<file path="config.mk">
export PLATFORM = sky130hd
export DESIGN_NAME = pmalu_top
export DESIGN_NICKNAME = d
export VERILOG_FILES = /design/src/rtl/pmalu_pkg.sv /design/src/rtl/pmalu_bytelanes.sv /design/src/rtl/pmalu_wordlanes.sv /design/src/rtl/pmalu_sad.sv /design/src/rtl/pmalu_top.sv
export SDC_FILE = /design/constraint.sdc
export NUM_CORES = 2
export LEC_CHECK = 0
export BUFFER_PORTS_ARGS = -buffer_cell sky130_fd_sc_hd__buf_2
export CAP_MARGIN = 5
export CORE_MARGIN = 3
export CORE_UTILIZATION = 32
export CTS_CLUSTER_DIAMETER = 80
export DETAILED_ROUTE_END_ITERATION = 7
export PLACE_DENSITY_LB_ADDON = 0.2
export SLEW_MARGIN = 30
export SYNTH_ARGS = -nofsm -noshare
export SYNTH_HDL_FRONTEND = slang
export SYNTH_SLANG_ARGS = --single-unit
</file>
<file path="constraint.sdc">
create_clock -name clk -period 1.81 [get_ports clk]
set_clock_uncertainty 0.15 [all_clocks]
set_input_delay 0.362 -clock clk [delete_from_list [all_inputs] [get_ports clk]]
set_output_delay 0.362 -clock clk [all_outputs]
set_load 0.01 [all_outputs]
</file>
<file path="src/rtl/pmalu_pkg.sv">
package pmalu_pkg;
   localparam int OPC_W = 4;
   typedef enum logic [OPC_W-1:0] {
      OPC_AVG_B  = 4'd0,
      OPC_AVG_W  = 4'd1,
      OPC_MAX_SW = 4'd2,
      OPC_MIN_SW = 4'd3,
      OPC_MAX_UB = 4'd4,
      OPC_MIN_UB = 4'd5,
      OPC_MULH_W = 4'd6,
      OPC_SAD_B  = 4'd7
   } pmalu_op_e;
   localparam logic [OPC_W-1:0] OPC_LAST = 4'd7;
   localparam int SAD_FIELD_W = 16;
endpackage

</file>
<file path="src/rtl/pmalu_bytelanes.sv">
module pmalu_bytelanes #(
   parameter int DATA_W = 64,
   localparam int NB = DATA_W / 8
) (
   input  logic [DATA_W-1:0] a,
   input  logic [DATA_W-1:0] b,
   input  logic              pick_max,
   output logic [DATA_W-1:0] avg_o,
   output logic [DATA_W-1:0] ext_o
);
   for (genvar i = 0; i < NB; i++) begin : g_byte
      logic [7:0] ai, bi;
      logic [8:0] sum9;
      assign ai   = a[i*8 +: 8];
      assign bi   = b[i*8 +: 8];
      assign sum9 = {1'b0, ai} + {1'b0, bi} + 9'd1;
      assign avg_o[i*8 +: 8] = sum9[8:1];
      assign ext_o[i*8 +: 8] = ((ai > bi) == pick_max) ? ai : bi;
   end
endmodule

</file>
<file path="src/rtl/pmalu_wordlanes.sv">
module pmalu_wordlanes #(
   parameter int DATA_W = 64,
   localparam int NW = DATA_W / 16
) (
   input  logic [DATA_W-1:0] a,
   input  logic [DATA_W-1:0] b,
   input  logic              pick_max,
   output logic [DATA_W-1:0] avg_o,
   output logic [DATA_W-1:0] ext_o,
   output logic [DATA_W-1:0] mulh_o
);
   for (genvar i = 0; i < NW; i++) begin : g_word
      logic [15:0] ai, bi;
      logic [16:0] sum17;
      logic [31:0] prod;
      logic        a_gt;
      assign ai    = a[i*16 +: 16];
      assign bi    = b[i*16 +: 16];
      assign sum17 = {1'b0, ai} + {1'b0, bi} + 17'd1;
      assign prod  = {16'd0, ai} * {16'd0, bi};
      assign a_gt  = $signed(ai) > $signed(bi);
      assign avg_o[i*16 +: 16]  = sum17[16:1];
      assign ext_o[i*16 +: 16]  = (a_gt == pick_max) ? ai : bi;
      assign mulh_o[i*16 +: 16] = prod[31:16];
   end
endmodule

</file>
<file path="src/rtl/pmalu_sad.sv">
module pmalu_sad #(
   parameter int DATA_W   = 64,
   parameter bit SAD_TREE = 1'b0,
   localparam int NB    = DATA_W / 8,
   localparam int SUM_W = $clog2(NB * 255 + 1)
) (
   input  logic [DATA_W-1:0] a,
   input  logic [DATA_W-1:0] b,
   output logic [SUM_W-1:0]  sum_o
);
   logic [NB-1:0][7:0] dif;

   for (genvar i = 0; i < NB; i++) begin : g_abs
      logic [7:0] ai, bi;
      assign ai     = a[i*8 +: 8];
      assign bi     = b[i*8 +: 8];
      assign dif[i] = (ai > bi) ? (ai - bi) : (bi - ai);
   end

   if (SAD_TREE) begin : g_split
      localparam int HALF = NB / 2;
      logic [SUM_W-1:0] lo_acc, hi_acc;
      always_comb begin
         lo_acc = '0;
         hi_acc = '0;
         for (int i = 0; i < HALF; i++) lo_acc = lo_acc + SUM_W'(dif[i]);
         for (int i = HALF; i < NB; i++) hi_acc = hi_acc + SUM_W'(dif[i]);
      end
      assign sum_o = lo_acc + hi_acc;
   end else begin : g_chain
      logic [SUM_W-1:0] acc;
      always_comb begin
         acc = '0;
         for (int i = 0; i < NB; i++) acc = acc + SUM_W'(dif[i]);
      end
      assign sum_o = acc;
   end
endmodule

</file>
<file path="src/rtl/pmalu_top.sv">
module pmalu_top
   import pmalu_pkg::*;
#(
   parameter int DATA_W   = 64,
   parameter bit SAD_TREE = 1'b0
) (
   input  logic              clk,
   input  logic              rst_n,
   input  logic              valid_in,
   input  logic [3:0]        opcode,
   input  logic [DATA_W-1:0] src_a,
   input  logic [DATA_W-1:0] src_b,
   output logic              valid_out,
   output logic              err_out,
   output logic [DATA_W-1:0] result
);
   localparam int NB    = DATA_W / 8;
   localparam int SUM_W = $clog2(NB * 255 + 1);

   if (DATA_W < 16 || (DATA_W % 16) != 0) begin : g_bad_width
      $error("pmalu_top: DATA_W must be a positive multiple of 16");
   end
   if (SUM_W > SAD_FIELD_W) begin : g_bad_sum
      $error("pmalu_top: difference sum does not fit its 16-bit field");
   end

   logic [DATA_W-1:0] b_avg, b_ext, w_avg, w_ext, w_mulh;
   logic [SUM_W-1:0]  sad_sum;
   logic              want_max;
   logic [DATA_W-1:0] nxt_res;
   logic              nxt_err;

   assign want_max = (opcode == OPC_MAX_SW) || (opcode == OPC_MAX_UB);

   pmalu_bytelanes #(.DATA_W(DATA_W)) u_bytes (
      .a(src_a), .b(src_b), .pick_max(want_max),
      .avg_o(b_avg), .ext_o(b_ext)
   );

   pmalu_wordlanes #(.DATA_W(DATA_W)) u_words (
      .a(src_a), .b(src_b), .pick_max(want_max),
      .avg_o(w_avg), .ext_o(w_ext), .mulh_o(w_mulh)
   );

   pmalu_sad #(.DATA_W(DATA_W), .SAD_TREE(SAD_TREE)) u_sad (
      .a(src_a), .b(src_b), .sum_o(sad_sum)
   );

   always_comb begin
      nxt_err = 1'b0;
      unique case (opcode)
         OPC_AVG_B:              nxt_res = b_avg;
         OPC_AVG_W:              nxt_res = w_avg;
         OPC_MAX_SW, OPC_MIN_SW: nxt_res = w_ext;
         OPC_MAX_UB, OPC_MIN_UB: nxt_res = b_ext;
         OPC_MULH_W:             nxt_res = w_mulh;
         OPC_SAD_B:              nxt_res = DATA_W'(sad_sum);
         default: begin
            nxt_res = '0;
            nxt_err = 1'b1;
         end
      endcase
   end

   always_ff @(posedge clk or negedge rst_n) begin
      if (!rst_n) begin
         result    <= '0;
         valid_out <= 1'b0;
         err_out   <= 1'b0;
      end else begin
         valid_out <= valid_in;
         err_out   <= valid_in & nxt_err;
         if (valid_in) result <= nxt_res;
      end
   end
endmodule

</file>
After elaboration in Yosys (flattened, before gate mapping)
Cells that the tools add are included.
Widths: inputs -> output; s select.
{"block": "op_classes", "magnitude_cmp": 12, "reduce_logical": 5, "eq_ne": 19, "mux": 22, "n_mul": 4, "addsub": 47, "bitwise_logic": 1}
{"cell": "$pmux 64 s6", "count": 1}
{"cell": "$mul 16x16->32", "count": 4}
{"cell": "$mux 8", "count": 16}
{"cell": "$sub 8x8->8", "count": 16}
{"cell": "$add 8x8->9", "count": 9}
{"cell": "$add 9x1->9 const B", "count": 8}
{"cell": "$add 16x16->17", "count": 4}
{"cell": "$add 17x1->17 const B", "count": 4}
{"cell": "$add 11x8->11", "count": 6}
{"cell": "$gt 16x16->1", "count": 4}
{"cell": "$gt 8x8->1", "count": 8}
{"cell": "$mux 16", "count": 4}
{"cell": "$eq 4x3->1 const B", "count": 4}
{"cell": "$eq 1x1->1", "count": 12}
{"cell": "$eq 4x2->1 const B", "count": 2}
{"cell": "$reduce_or 8->1", "count": 1}
{"cell": "$eq 4x1->1 const B", "count": 1}
{"cell": "$logic_not 4->1", "count": 1}
{"cell": "$reduce_or 2->1", "count": 2}
{"cell": "$and 1x1->1", "count": 1}
{"cell": "$logic_or 1x1->1", "count": 1}
{"cell": "$mux 1", "count": 1}
{"block": "word_totals", "output_inout_bits": 66, "register_bits": 66}

Logic depth before layout (Yosys ltp)
{"block": "depth", "depth_word": 10, "ltp_mapped": 34}

Cells and area by module
A second synthesis with hierarchy kept.
{"block": "hier_totals", "cells_unflattened": 6751, "area_unflattened_um2": 56216.4}
{"module": "pmalu_wordlanes", "cells_per_inst": 4562, "area_per_inst_um2": 38295.5, "n_inst": 1}
{"module": "pmalu_sad", "cells_per_inst": 912, "area_per_inst_um2": 7121.8, "n_inst": 1}
{"module": "pmalu_bytelanes", "cells_per_inst": 681, "area_per_inst_um2": 5701.7, "n_inst": 1}
{"module": "pmalu_top", "cells_per_inst": 596, "area_per_inst_um2": 5097.4, "n_inst": 1}

Worst setup path after synthesis
OpenSTA, ideal clock, no wires.
{"block": "synth_timing", "path_kind": "input -> register", "from": "input src_a[13]", "to": "register result[9]", "path_buffers": 3, "slack_ns": -5.373, "path_stages": 30, "arrival_ns": 6.897, "cell_sequence": "clkbuf_1 inv_1 ha_1 buf_2 nand4_1 or4_1 nand2_1 buf_2 mux2_2 ha_1 a21o_1 a21oi_1 o21ai_0 a21oi_1 o21bai_1 a21oi_1 xor2_1 fa_1 fa_1 inv_1 fa_1 fa_1 ha_1 or3_1 o21ai_0 a21oi_1 xnor2_1 o221ai_1 a21oi_1 a32oi_1"}
{"block": "synth_via", "elab_chain_len": 10, "word_cells_on_any_way": 18, "classes_between": "add/sub: 9; mul: 1; order compare: 2; eq/ne: 2; mux: 4"}
{"item": "from (decl)", "line_no": "pmalu_top.sv:11", "rtl": "input logic [DATA_W-1:0] src_a,"}
{"item": "$sub 8x8->8 / $gt 8x8->1 (equally long branches)", "line_no": "pmalu_sad.sv:17, pmalu_bytelanes.sv:18"}
{"item": "$mux 8", "line_no": "pmalu_sad.sv:17", "rtl": "assign dif[i] = (ai > bi) ? (ai - bi) : (bi - ai);"}
{"item": "$add 8x8->9", "line_no": "pmalu_sad.sv:34", "rtl": "for (int i = 0; i < NB; i++) acc = acc + SUM_W'(dif[i]);"}
{"item": "$add 11x8->11 (6 in series)", "line_no": "pmalu_sad.sv:34"}
{"item": "$pmux 64 s6 (*)", "line_no": "pmalu_top.sv:51", "rtl": "unique case (opcode)"}
{"item": "to (signal assigned)", "line_no": "pmalu_top.sv:73", "rtl": "if (valid_in) result <= nxt_res;"}
{"item": "to (decl)", "line_no": "pmalu_top.sv:15", "rtl": "output logic [DATA_W-1:0] result"}
Mark *: on every way between the ends. The rest lies on a longest branch, timed or not.
A chain may end at the register's enable or synchronous reset.

Worst setup path after layout
{"block": "layout_timing", "from": "input src_b[4]", "to": "register result[8]"}
{"block": "layout_via", "elab_chain_len": 10, "word_cells_on_any_way": 18, "classes_between": "add/sub: 11; mul: 1; order compare: 2; eq/ne: 1; mux: 3"}
{"item": "from (decl)", "line_no": "pmalu_top.sv:12", "rtl": "input logic [DATA_W-1:0] src_b,"}
{"item": "$sub 8x8->8 / $gt 8x8->1 (equally long branches)", "line_no": "pmalu_sad.sv:17"}
{"item": "$mux 8", "line_no": "pmalu_sad.sv:17"}
{"item": "$add 8x8->9", "line_no": "pmalu_sad.sv:34"}
{"item": "$add 11x8->11 (6 in series)", "line_no": "pmalu_sad.sv:34"}
{"item": "$pmux 64 s6 (*)", "line_no": "pmalu_top.sv:51"}
Marked as above.

==> metrics <==
Final Hold Fails=0; Total Routing Usage GR=24.9%; flop and latch count out of synthesis=66; Reg area=0.00165 mm^2; drt total wl=191000 um; layout cells sized above 1=29.1%; CP required=~1.9 ns; WP buf/inv=6; Slew headroom=a little over two fifths; critical path's top delay family=adder cells; Clock Latency Late Sink=0.37 ns; Clock Root Buffer=clkbuf_16; depth of the CTS H-tree=3; Final min period=6.59 ns; sequential-to-total area share from yosys stat=3.49%; Worst-path clk slew=0.07 ns; chip width=about 390 um; Routed WL per cell=around 21 um; Post-DP HPWL=165000 um; Final Worst Setup Slack=-4.78 ns; # DRC=0; nets@finish=between 8000 and 9000; Std-Cell Core Area=around 0.15 mm^2; Syn Area/Cell=between 8 and 9 um^2; Synth top cells by count=1160 x inv_1, 835 x fa_1, 795 x nand2_1; yosys warns=0; TritonCTS Sinks=66; reg2reg start=result[42]$_DFFE_PN0P_; row count=140; status=finished, violations left; area of the die=approximately 0.15 mm^2; Max Fclk=roughly 150 MHz; CP max-delay cell=fa_1; area share of the largest cell type after synthesis=35.3%; RR Endpoint=result[42]$_DFFE_PN0P_; number of antenna violations at the first check in global routing=11; Synth Flop Type=dfrtp_1; io pins=201; routed vias/inst=4.99; Slew @ Worst Pin=between 0.8 and 0.9 ns; critical setup path kind=primary input to flip-flop; Hold/Removal Path Class=primary input to asynchronous set/reset pin; Initial DRT Pass Iterations=8; net count after synthesis=7379; maximum number of pins on one net before global-route repair=28; initial DRC count=3026; Filler cells=14694; Die Ht=391 um; Max stage delay on crit path=about 0.54 ns; global route total overflow=0; Max-Cap Viols=0; IO Port Bufs=200; Worst path depth=29; Initial Util=32.4%; fin. max-slew vios=0; first-pass GRT wire length=between 200000 and 300000 um; CTS tree=built; post-route ant nets=0; Yosys cell types=91; most frequent CP cell=fa_1; vias in the first global route=47673; Synth area leader=fa_1; clock tree buffer depth=2; Post-synth EDFFs=0; RSZ-0062 raised after global routing=true; Final Cycle Share=364%; r2r setup slk=0.05 ns; Synth async-reset ratio=100%; placer congestion estimate=approximately 0.94; Post-DP Area=0.0604 mm^2; synthesized area=0.0474 mm^2; Vias=45239; Setup violations, final=64; Mapped Cells=a little under 6000; critical path launch point type=primary input; total CTS buffers=9; failing checks=negative setup slack; area of the multi-input gates=~0.043 mm^2; Post-Layout Inst Area=between 0.06 and 0.07 mm^2; most common cell in the netlist=inv_1; Critical Path AT=6.70 ns; Reg2Reg Depth=5; area grow syn2layout=36.2%; Setup crit end kind=flip-flop; top cells by area, synth=fa_1 35%, ha_1 16%, inv_1 9.2%; Critical Path Fanout Max=3
cell type report:
| class | instances | area share (%) |
|---|---|---|
| Clock buffer | 12 | 0.382 |
| Sequential cell | 66 | 2.56 |
| Tap cell | 1917 | 3.72 |
| Antenna cell | 5 | 0.0194 |
| Timing Repair Buffer | 1612 | 20.3 |
| Inverter | 1189 | 7.05 |
| Multi-Input combinational cell | 4259 | 65.9 |
| Clock inverter | 3 | 0.0621 |
layout by cell type (no fill, tap or decap), types with 33 or more instances in the layout:
| cell type | n |
|---|---|
| nand2_1 | 744 |
| a21oi_1 | 242 |
| inv_1 | 1099 |
| a21o_1 | 54 |
| a21oi_2 | 36 |
| buf_2 | 131 |
| o21ai_0 | 114 |
| xnor2_1 | 123 |
| inv_2 | 53 |
| nor2_1 | 449 |
| xor2_1 | 41 |
| mux2i_1 | 127 |
| buf_4 | 1272 |
| buf_12 | 51 |
| buf_6 | 119 |
| nand4_1 | 33 |
| fa_1 | 820 |
| nand2_2 | 35 |
| and2_1 | 66 |
| ha_4 | 44 |
| nand3_1 | 39 |
| ha_1 | 567 |
| dfrtp_1 | 66 |
| o221ai_1 | 42 |
logic make-up (layout without fill, tap and decap cells):
family / Yosys count / in the layout / synth area share [%]
and+or+nand+nor: 1601 / 1601 / 14.4
buffers and inverters: 1465 / 2816 / 11.7
adders and majority gates: 1454 / 1454 / 51.6
AOI/OAI and AO/OA: 862 / 862 / 11.9
xor gates and xnor gates: 195 / 195 / 3.72
muxes: 147 / 147 / 3.17
DFF: 66 / 66 / 3.49
other: 0 / 5 / 0
sequential cells by signal, summed over array words and instances, names as in the netlist:
signal and flops:
err_out 1, valid_out 1, result 64
what timing repair did:
action / in CTS / in global routing
buffers inserted: 69 / 76
setup endpoints to repair: 64 / 64
hold buffers: 1 / 0
resized for setup: 428 / 258
cloned: 0 / 1
hold endpoints to repair: 54 / 0
pin swaps: 179 / 168
per-stage QoR:
stage / setup slack, ns / TNS [ns] / std cells / util (%) / hold WS (ns)
global route: -5.00 / -274.34 / 9060 / 44.1 / 0.244
floorplan: -4.91 / -248.24 / 5790 / - / -0.0836
detailed placement: -5.57 / -304.88 / 8918 / 41.3 / 0.102
CTS: -4.82 / -262.09 / 8994 / 43.0 / 0.221
global placement: -5.50 / -303.59 / 8918 / 41.3 / 0.102
finish: -4.78 / -262.51 / 9063 / 44.1 / 0.237
layer usage:
metal	routed length, um	vias up	share of wire (%)	track usage, %
li1	-	20960	-	-
met1	83100	22696	44	33.0
met2	90500	1290	47	42.1
met3	10600	293	5.6	3.56
met4	6510	0	3.4	7.15
met5	0	-	0	0
worst max-delay path by stage:
stage                    from  slack [ns]                    end
floorplan           src_b[15]       -4.91  result[9]$_DFFE_PN0P_
global placement     src_a[0]       -5.50  result[9]$_DFFE_PN0P_
detailed placement   src_a[0]       -5.57  result[8]$_DFFE_PN0P_
CTS                  src_a[8]       -4.82  result[9]$_DFFE_PN0P_
global route         src_a[8]       -5.00  result[9]$_DFFE_PN0P_
finish               src_b[4]       -4.78  result[8]$_DFFE_PN0P_
worst register-to-register path, stage by stage, from the launching register on:
cell,delay (ns)
dfrtp_1,0.38
nand2_1,0.09
o211ai_1,0.12
a2111oi_0,0.62
buf_4,0.22
a22oi_1,0.06
Power is not shown: default switching activity piles up to over one toggle a cycle in this logic, so the estimate is an artifact.
